$ cat config.mk
export PLATFORM = sky130hd
export DESIGN_NAME = mbox_io_ctrl
export DESIGN_NICKNAME = d
export VERILOG_FILES = /design/src/rtl/mbox_pkg.sv /design/src/rtl/mbox_edge_sync.sv /design/src/rtl/mbox_chan_counter.sv /design/src/rtl/mbox_cmd_decode.sv /design/src/rtl/mbox_io_ctrl.sv
export SDC_FILE = /design/constraint.sdc
export NUM_CORES = 1
export LEC_CHECK = 0
export BUFFER_PORTS_ARGS = -buffer_cell sky130_fd_sc_hd__buf_2
export CORE_ASPECT_RATIO = 0.9
export CORE_UTILIZATION = 63
export DETAILED_ROUTE_END_ITERATION = 12
export PLACE_DENSITY = 0.85
export SYNTH_ARGS = -nofsm -noshare
export SYNTH_HDL_FRONTEND = slang
export SYNTH_SLANG_ARGS = --single-unit
$ cat constraint.sdc
create_clock -name clk -period 2.8 [get_ports clk]
set_clock_uncertainty 0.2 [all_clocks]
set_input_delay 0.56 -clock clk [delete_from_list [all_inputs] [get_ports clk]]
set_output_delay 0.56 -clock clk [all_outputs]
set_load 0.02 [all_outputs]
$ cat src/rtl/mbox_pkg.sv
package mbox_pkg;
  localparam int CNT_W = 16;
  localparam int SLOTS = 8;

  localparam logic [7:0] OP_CLEAR     = 8'h00;
  localparam logic [7:0] OP_RELAY_SET = 8'h01;
  localparam logic [7:0] OP_RELAY_GET = 8'h02;
  localparam logic [7:0] OP_CNT_EN    = 8'h28;
  localparam logic [7:0] OP_CNT_LOAD  = 8'h29;
  localparam logic [7:0] OP_CNT_EDGE  = 8'h2C;
  localparam logic [7:0] OP_CNT_READ  = 8'h2F;
  localparam logic [4:0] OP_RV_HI     = 5'b01000; // 0x40..0x47
  localparam logic [4:0] OP_MV_HI     = 5'b01001; // 0x48..0x4F

  typedef struct packed {
    logic       clr;
    logic       set_relay;
    logic       get_relay;
    logic       set_en;
    logic       load;
    logic       set_edge;
    logic       get_cnt;
    logic       set_rv;
    logic       set_mv;
    logic [2:0] chan;
  } cmd_ctl_t;
endpackage

$ cat src/rtl/mbox_edge_sync.sv
module mbox_edge_sync #(
  parameter int NUM_CH      = 8,
  parameter int SYNC_STAGES = 2
) (
  input  logic              clk,
  input  logic              rst_n,
  input  logic [NUM_CH-1:0] async_in,
  input  logic [NUM_CH-1:0] fall_sel,
  output logic [NUM_CH-1:0] level,
  output logic [NUM_CH-1:0] event_o
);
  logic [NUM_CH-1:0] prev_q;

  for (genvar i = 0; i < NUM_CH; i++) begin : g_ch
    logic [SYNC_STAGES-1:0] chain_q;
    always_ff @(posedge clk) begin
      if (!rst_n) chain_q <= '0;
      else        chain_q <= {chain_q[SYNC_STAGES-2:0], async_in[i]};
    end
    assign level[i] = chain_q[SYNC_STAGES-1];
  end

  always_ff @(posedge clk) begin
    if (!rst_n) prev_q <= '0;
    else        prev_q <= level;
  end

  always_comb begin
    for (int i = 0; i < NUM_CH; i++)
      event_o[i] = fall_sel[i] ? (prev_q[i] & ~level[i]) : (level[i] & ~prev_q[i]);
  end
endmodule

$ cat src/rtl/mbox_chan_counter.sv
module mbox_chan_counter
  import mbox_pkg::*;
(
  input  logic             clk,
  input  logic             rst_n,
  input  logic             count_ev,
  input  logic             load,
  input  logic             wr_rv,
  input  logic             wr_mv,
  input  logic [CNT_W-1:0] wval,
  output logic [CNT_W-1:0] cnt,
  output logic             hit
);
  logic [CNT_W-1:0] rv_q, mv_q;

  always_ff @(posedge clk) begin
    if (!rst_n) begin
      cnt  <= '0;
      rv_q <= '0;
      mv_q <= CNT_W'(16'h8000);
      hit  <= 1'b0;
    end else begin
      if (wr_rv) rv_q <= wval;
      if (wr_mv) mv_q <= wval;
      if (load) begin
        cnt <= rv_q;
        hit <= 1'b0;
      end else begin
        if (count_ev)     cnt <= cnt + 1'b1;
        if (cnt == mv_q)  hit <= 1'b1;
      end
    end
  end
endmodule

$ cat src/rtl/mbox_cmd_decode.sv
module mbox_cmd_decode
  import mbox_pkg::*;
(
  input  logic [7:0] code,
  output cmd_ctl_t   ctl
);
  always_comb begin
    ctl      = '0;
    ctl.chan = code[2:0];
    case (code)
      OP_CLEAR:     ctl.clr       = 1'b1;
      OP_RELAY_SET: ctl.set_relay = 1'b1;
      OP_RELAY_GET: ctl.get_relay = 1'b1;
      OP_CNT_EN:    ctl.set_en    = 1'b1;
      OP_CNT_LOAD:  ctl.load      = 1'b1;
      OP_CNT_EDGE:  ctl.set_edge  = 1'b1;
      OP_CNT_READ:  ctl.get_cnt   = 1'b1;
      default: begin
        ctl.set_rv = (code[7:3] == OP_RV_HI);
        ctl.set_mv = (code[7:3] == OP_MV_HI);
      end
    endcase
  end
endmodule

$ cat src/rtl/mbox_io_ctrl.sv
module mbox_io_ctrl
  import mbox_pkg::*;
#(
  parameter int NUM_CH      = 8,
  parameter int SYNC_STAGES = 2
) (
  input  logic              clk,
  input  logic              rst_n,
  input  logic              wr_en,
  input  logic [1:0]        wr_addr,
  input  logic [7:0]        wr_data,
  input  logic [1:0]        rd_addr,
  output logic [7:0]        rd_data,
  input  logic [NUM_CH-1:0] iso_in,
  output logic [7:0]        relay_out,
  output logic [NUM_CH-1:0] match_flag
);
  logic [7:0] arg0_q, arg1_q;
  logic [7:0] in0_q, in1_q, in2_q, in3_q;
  logic [NUM_CH-1:0] en_q, fall_q, lvl, evt;
  logic [7:0] lvl8;
  logic cmd_fire;
  cmd_ctl_t ctl;
  logic [CNT_W-1:0] cnt_arr [SLOTS];

  assign cmd_fire = wr_en && (wr_addr == 2'd2);

  mbox_cmd_decode u_dec (.code(wr_data), .ctl(ctl));

  mbox_edge_sync #(.NUM_CH(NUM_CH), .SYNC_STAGES(SYNC_STAGES)) u_sync (
    .clk(clk), .rst_n(rst_n), .async_in(iso_in), .fall_sel(fall_q),
    .level(lvl), .event_o(evt)
  );

  for (genvar i = 0; i < SLOTS; i++) begin : g_slot
    if (i < NUM_CH) begin : g_cnt
      mbox_chan_counter u_cnt (
        .clk(clk), .rst_n(rst_n),
        .count_ev(en_q[i] & evt[i]),
        .load(cmd_fire & ctl.load & arg0_q[i]),
        .wr_rv(cmd_fire & ctl.set_rv & (ctl.chan == 3'(i))),
        .wr_mv(cmd_fire & ctl.set_mv & (ctl.chan == 3'(i))),
        .wval({arg1_q, arg0_q}),
        .cnt(cnt_arr[i]),
        .hit(match_flag[i])
      );
    end else begin : g_none
      assign cnt_arr[i] = '0;
    end
  end

  always_comb begin
    lvl8 = '0;
    lvl8[NUM_CH-1:0] = lvl;
  end

  always_ff @(posedge clk) begin
    if (!rst_n) begin
      arg0_q <= '0; arg1_q <= '0;
      in0_q <= '0; in1_q <= '0; in2_q <= '0; in3_q <= '0;
      relay_out <= '0; en_q <= '0; fall_q <= '0;
    end else begin
      if (wr_en && wr_addr == 2'd0) arg0_q <= wr_data;
      if (wr_en && wr_addr == 2'd1) arg1_q <= wr_data;
      if (cmd_fire) begin
        in2_q <= wr_data;
        if (ctl.clr)       in3_q     <= lvl8;
        if (ctl.set_relay) relay_out <= arg0_q;
        if (ctl.get_relay) in0_q     <= relay_out;
        if (ctl.set_en)    en_q      <= arg0_q[NUM_CH-1:0];
        if (ctl.set_edge)  fall_q    <= arg0_q[NUM_CH-1:0];
        if (ctl.get_cnt)   {in1_q, in0_q} <= cnt_arr[arg0_q[2:0]];
      end
    end
  end

  always_comb begin
    case (rd_addr)
      2'd0:    rd_data = in0_q;
      2'd1:    rd_data = in1_q;
      2'd2:    rd_data = in2_q;
      default: rd_data = in3_q;
    endcase
  end
endmodule

## After elaboration in Yosys (flattened, before gate mapping)

Index checks and enable logic that the tools add are counted.

| operators by class | value |
|---|---|
| equality and inequality tests | 27 |
| add/subtract/negate cells | 8 |
| $lt $le $gt $ge | 1 |
| bitwise gates (word level) | 69 |
| muxes and demuxes | 38 |
| reduce and logical (&&, ||, !) cells | 31 |

Operators with widths:

| kind | count |
|---|---|
| 2-to-1 mux 16 bit | 18 |
| adder 16 x 1 -> 16 bit, second input constant | 8 |
| equality test 16 bit | 8 |
| AND 1 bit | 51 |
| binary-select mux 16 bit (select 3 bit) | 1 |
| equality test 8 x 6 -> 1 bit, second input constant | 4 |
| case mux 8 bit (3 select lines) | 1 |
| nonzero test 2 bit | 9 |
| inverter 1 bit | 17 |
| 2-to-1 mux 8 bit | 2 |
| OR reduction 2 bit | 8 |
| 2-to-1 mux 1 bit | 15 |
| equality test 3 bit, second input constant | 4 |
| AND reduction 2 bit | 6 |
| equality test 5 x 4 -> 1 bit, second input constant | 2 |
| equality test 8 x 1 -> 1 bit, second input constant | 1 |
| equality test 8 x 2 -> 1 bit, second input constant | 1 |
| zero test 8 bit | 1 |
| OR reduction 7 bit | 1 |
| equality test 3 x 2 -> 1 bit, second input constant | 2 |
| equality test 2 x 1 -> 1 bit, second input constant | 2 |
| equality test 2 bit, second input constant | 2 |
| greater-or-equal comparator 4 bit, second input constant | 1 |
| zero test 2 bit | 2 |
| other kinds (5) | 7 |

| word-level totals | value |
|---|---|
| flip-flop bits (word level) | 488 |
| logic and storage cells | 224 |
| output and inout port bits | 24 |
| input port bits | 23 |

## Depth between registers and ports, before layout

| depth | value |
|---|---|
| depth in word-level cells | 6 |
| mapped depth | 8 |
| depth with buffers taken out | 6 |

## By module

From an unflattened synthesis, not the netlist that was laid out.

| unflattened totals | value |
|---|---|
| cells, all modules | 2,383 |
| area total of the unflattened synthesis | 22,864.4 µm² |

Modules (own cells, without submodules):

| module | area an instance (µm²) | times used | sequential area each (µm²) | cells an instance |
|---|---|---|---|---|
| mbox_chan_counter | 2,222.1 | 8 | 980.9 | 234 |
| mbox_io_ctrl | 4,092.7 | 1 | 1,441.4 | 409 |
| mbox_edge_sync | 854.6 | 1 | 480.5 | 82 |
| mbox_cmd_decode | 140.1 | 1 | 0.0 | 20 |

## Least setup slack after synthesis

OpenSTA, ideal clock, no wires.

| timing path | value |
|---|---|
| path type | input to register |
| start point | input port wr_data[5] |
| end point | register g_slot[4].g_cnt.u_cnt.mv_q[10] |
| data arrival time | 2.092 ns |
| data required time | 2.472 ns |
| stages | 7 |
| path buffers | 2 |
| setup time | 0.128 ns |
| path slack | 0.380 ns |
| cell sequence | clkbuf_1 -> or3_1 -> nor4_1 -> nand3_1 -> clkbuf_1 -> nand3_1 -> o21ai_0 |

| on the way | value |
|---|---|
| word-level cells in the longest chain between the ends | 5 |
| elaborated cells on any way between the ends | 12 |
| those cells by class | eq/ne: 7; mux: 1; bitwise: 2; reduce/logical: 2 |

Ends and longest elaborated chain:

| what | RTL line | RTL |
|---|---|---|
| start, declared | mbox_io_ctrl.sv:11 | `input logic [7:0] wr_data,` |
| equality test 8 x 1 -> 1 bit (tied with other cells) | mbox_cmd_decode.sv:10 | `case (code)` |
| OR reduction 7 bit (no line) | - |  |
| 2-to-1 mux 2 bit * | mbox_cmd_decode.sv:10 |  |
| AND 1 bit * (2 in a row) | mbox_io_ctrl.sv:42 | `.wr_mv(cmd_fire & ctl.set_mv & (ctl.chan == 3'(i))),` |
| end signal, assigned | mbox_chan_counter.sv:20 | `mv_q <= CNT_W'(16'h8000);` |
| end signal, assigned | mbox_chan_counter.sv:24 | `if (wr_mv) mv_q <= wval;` |
| end, declared | mbox_chan_counter.sv:14 | `logic [CNT_W-1:0] rv_q, mv_q;` |

Mark *: on every way between the ends. The rest lies on a longest branch, timed or not.
A chain may end at the register's enable or synchronous reset.

## Final worst setup path

| timing path | value |
|---|---|
| start point | register u_sync.g_ch[2].chain_q[1] |
| end point | register g_slot[2].g_cnt.u_cnt.cnt[15] |

| on the way | value |
|---|---|
| word-level cells in the longest chain between the ends | 5 |
| elaborated cells on any way between the ends | 6 |
| those cells by class | mux: 1; bitwise: 4; reduce/logical: 1 |

Ends and longest elaborated chain:

| what | RTL line | RTL |
|---|---|---|
| start, declared | mbox_edge_sync.sv:15 | `logic [SYNC_STAGES-1:0] chain_q;` |
| start signal, assigned | mbox_edge_sync.sv:18 | `else chain_q <= {chain_q[SYNC_STAGES-2:0], async_in[i]};` |
| inverter 1 bit | mbox_edge_sync.sv:30 | `event_o[i] = fall_sel[i] ? (prev_q[i] & ~level[i]) : (level[i] & ~prev_q[i]);` |
| AND 1 bit | mbox_edge_sync.sv:30 |  |
| 2-to-1 mux 1 bit * | mbox_edge_sync.sv:30 |  |
| AND 1 bit * | mbox_io_ctrl.sv:39 | `.count_ev(en_q[i] & evt[i]),` |
| nonzero test 2 bit (no line) * | - |  |
| end signal, assigned | mbox_chan_counter.sv:26 | `cnt <= rv_q;` |
| end signal, assigned | mbox_chan_counter.sv:29 | `if (count_ev) cnt <= cnt + 1'b1;` |
| end, declared | mbox_chan_counter.sv:11 | `output logic [CNT_W-1:0] cnt,` |

Marked as above.

==> flow_summary.yaml <==
worst_hold_path:
  hold_path_class: "in -> reg"
  min-delay-start: "iso_in[7]"
  min_delay_path_depth: 2
  min_to: "u_sync.g_ch[7].chain_q[0]"
drt:
  post_drt_wl_per_cell_microns: 22.89
  ant_nets: 0
  drt_iter0_drc: 2593
  routed_wl_mm: 63.91
  vias: 18430
  firstDrtPassIters: 7
  drt-vias-per-instance: 6.600
  route.detailed.drc: 0
global_routing:
  antenna_found_initial: 3
  grt_max_degree: 73
  grt_pass1_vias: 17280
  overflow: 0
  track_usage: 0.3707
  grt_pass1_wl_mm: 98.24
clock_tree:
  cts_max_level: 2
  ctsResizeCount: 0
  cts_tree: "yes"
  clock-sinks: 488
  cts-root-buf: "clkbuf_16"
  cts_buffers: 48
  clkSlewWorstSetupHoldPaths_ns: 0.06
  clk_latency_ns: 0.57
  clk_path_buf_depth: 3
placed_design:
  place_area_sq_mm: 0.02185
  dp_hpwl_mm: 42.69
  dpl.cell_count: 2708
  globalplace.congestion: 0.9670
  numPortBuffers: 46
finish:
  area_delta_synth_final_pct: 10.56
  final_nets: 2368
  fillers: 2395
  final_area_sq_mm: 0.02341
  final_cells: 2792
  drive_gt1_frac: 0.1082
  ff_latch_area_sq_mm: 0.009772
  utilization: 0.7087
  multi_input_area_sq_mm: 0.01058
logic_synthesis:
  synth_ff_type: "dfxtp_1"
  syn_inst: 2349
  synth_edf_count: 0
  synth-seq-cells: 488
  synth.distinct_cells: 51
  synth_seq_area_share: 0.4614
  synthArstFlopShare: 0
  syn_area_sq_mm: 0.02117
  syn_nets: 2380
  synth_area_per_cell_sq_um: 9.013
  yosysWarnings: 0
power_and_ir_drop:
  max-vdd-ir-drop_mv: 0.3995
  power_density_mw_per_mm2: 585.7
  total_power_mw: 13.71
  leakagePower_nw: 8.087
setup_path:
  regToRegSetupSlack_ns: 0.34
  required_ns: 3.04
  crit_path_start_kind: "flop"
  arrival_ns: 2.70
  timing.rr.start: "u_sync.g_ch[2].chain_q[1]"
  path_max_fanout: 7
  r2r-end: "g_slot[2].g_cnt.u_cnt.cnt[15]"
  worstRegToRegCells: 5
  criticalPathCategory: "reg -> reg"
  critical_path.startpoint: "u_sync.g_ch[2].chain_q[1]"
  setup.worst_path.end_class: "flop"
floorplanning:
  dieArea_sq_mm: 0.03434
  fp-row-count: 63
  ioPinCount: 47
  core_area_sq_mm: 0.03303
  die_w_microns: 195.2
  initial_utilization: 0.6410
  die_h_microns: 175.9
job:
  drv_cap: 0
sta:
  hold_viol_final: 0
  setup_viol: 0
  tns_ns: 0
  fin_crit_sh: 0.8781
  fin_crit_ns: 2.459
  rsz0062_at_grt: "no"
  worstMarginPinSlew_ns: 0.9728
  max-slew-margin-rel: 0.3499
  slew_violations: 0
  timing.fmax_mhz: 406.7
outcome:
  status: "completed"
Yosys cell counts (all sizes together) (11+ instances only):
cell,n,area share
nor2,112,0.020
mux2i,71,0.034
xnor2,199,0.082
and2,31,0.0092
o21ai,370,0.087
nand3,299,0.071
a21oi,133,0.031
and3,14,0.0041
a211oi,32,0.011
nand2,117,0.021
xor2,47,0.019
and4,17,0.0070
nand4,59,0.017
mux4,40,0.043
buf,49,0.011
inv,19,0.0034
clkbuf,140,0.025
nor4,20,0.0069
o211ai,11,0.0039
dfxtp,488,0.46
nor3,26,0.0061
sequential cells by signal, summed over array words and instances (netlist names), 16 cells and up:
name and flops:
g_slot.g_cnt.u_cnt.cnt 128, g_slot.g_cnt.u_cnt.mv_q 128, g_slot.g_cnt.u_cnt.rv_q 128, u_sync.g_ch.chain_q 16
stage by stage:
| step | worst slack, ns | hold slack [ns] |
|---|---|---|
| floorplan | 0.3800 | 0.2119 |
| CTS | 0.4298 | 0.004691 |
| global placement | 0.1685 | 0.2215 |
| detailed placement | 0.1373 | 0.2212 |
| finish | 0.3414 | 0.007760 |
| global route | 0.2379 | 0.01232 |
report_power, final:
part / switching (mW) / internal (mW) / leakage (nW) / total (mW)
Clock: 2.65 / 3.67 / 0.764 / 6.32
Combinational: 0.279 / 0.113 / 3.39 / 0.392
Sequential: 0.0287 / 6.97 / 3.94 / 7.00
Total: 2.96 / 10.7 / 8.09 / 13.7
how the worst max path moves through the flow:
stage | end | cells after the start | slack, ns
final | g_slot[2].g_cnt.u_cnt.cnt[15] | 5 | 0.34
after global routing | g_slot[2].g_cnt.u_cnt.cnt[15] | 5 | 0.24
after CTS | g_slot[2].g_cnt.u_cnt.cnt[15] | 5 | 0.43
after detailed placement | g_slot[4].g_cnt.u_cnt.cnt[13] | 7 | 0.14
after global placement | g_slot[4].g_cnt.u_cnt.cnt[13] | 7 | 0.17
after floorplan | g_slot[4].g_cnt.u_cnt.mv_q[10] | 7 | 0.38
metal layers:
| layer | vias up | track usage | share of wire |
|---|---|---|---|
| li1 | 8333 | - | - |
| met1 | 8638 | 0.5011 | 0.39 |
| met2 | 1214 | 0.5554 | 0.42 |
| met3 | 243 | 0.08564 | 0.14 |
| met4 | 0 | 0.1903 | 0.054 |
| met5 | - | 0 | 0 |
cells by family (layout without fill, tap and decap cells):
logic type,count (synthesis),after routing,synth area share
AO/OA/AOI/OAI,555,555,0.1390
XOR/XNOR,246,246,0.1018
adder cells (fa/ha/maj),8,8,0.004728
buffers and inverters,208,225,0.03895
flip-flops,488,488,0.4614
multiplexers,111,111,0.07612
other,0,4,0
AND/OR/NAND/NOR,733,733,0.1780
what timing repair did:
action	CTS	global route
hold buffers	1	0
hold endpoints to repair	1	0
buffers inserted	0	0
cell type report:
| type | instances | area share |
|---|---|---|
| tap | 422 | 0.02256 |
| multi-input combinational | 1653 | 0.4519 |
| sequential | 488 | 0.4175 |
| antenna | 4 | 0.0004276 |
| inverter | 19 | 0.003100 |
| clock buffer | 71 | 0.06233 |
| timing repair buffer | 127 | 0.03902 |
| clock inverter | 8 | 0.003207 |
cell usage in the layout (no fill, tap or decap), drive strengths merged, types with 4 or more instances in the layout:
master	instances
nand2	117
dfxtp	488
nand3b	5
clkbuf	71
a211oi	32
clkinv	7
xnor2	199
nand3	299
o211ai	11
and4b	4
nand4	59
mux2i	71
buf	126
a21oi	133
nor2	112
diode	4
and2	31
nand4b	5
and3	14
nor3	26
and4	17
nand4bb	4
nor4	20
xor2	47
inv	19
ha	8
o21ai	370
mux4	40
critical path, cell delays in order, from the launching register on:
cell and delay (ns):
dfxtp_1 0.49, nor4bb_1 0.55, o211ai_1 0.42, nor4_1 0.44
xnor2_1 0.17, a21oi_1 0.08
(Power assumes the default switching activity.)
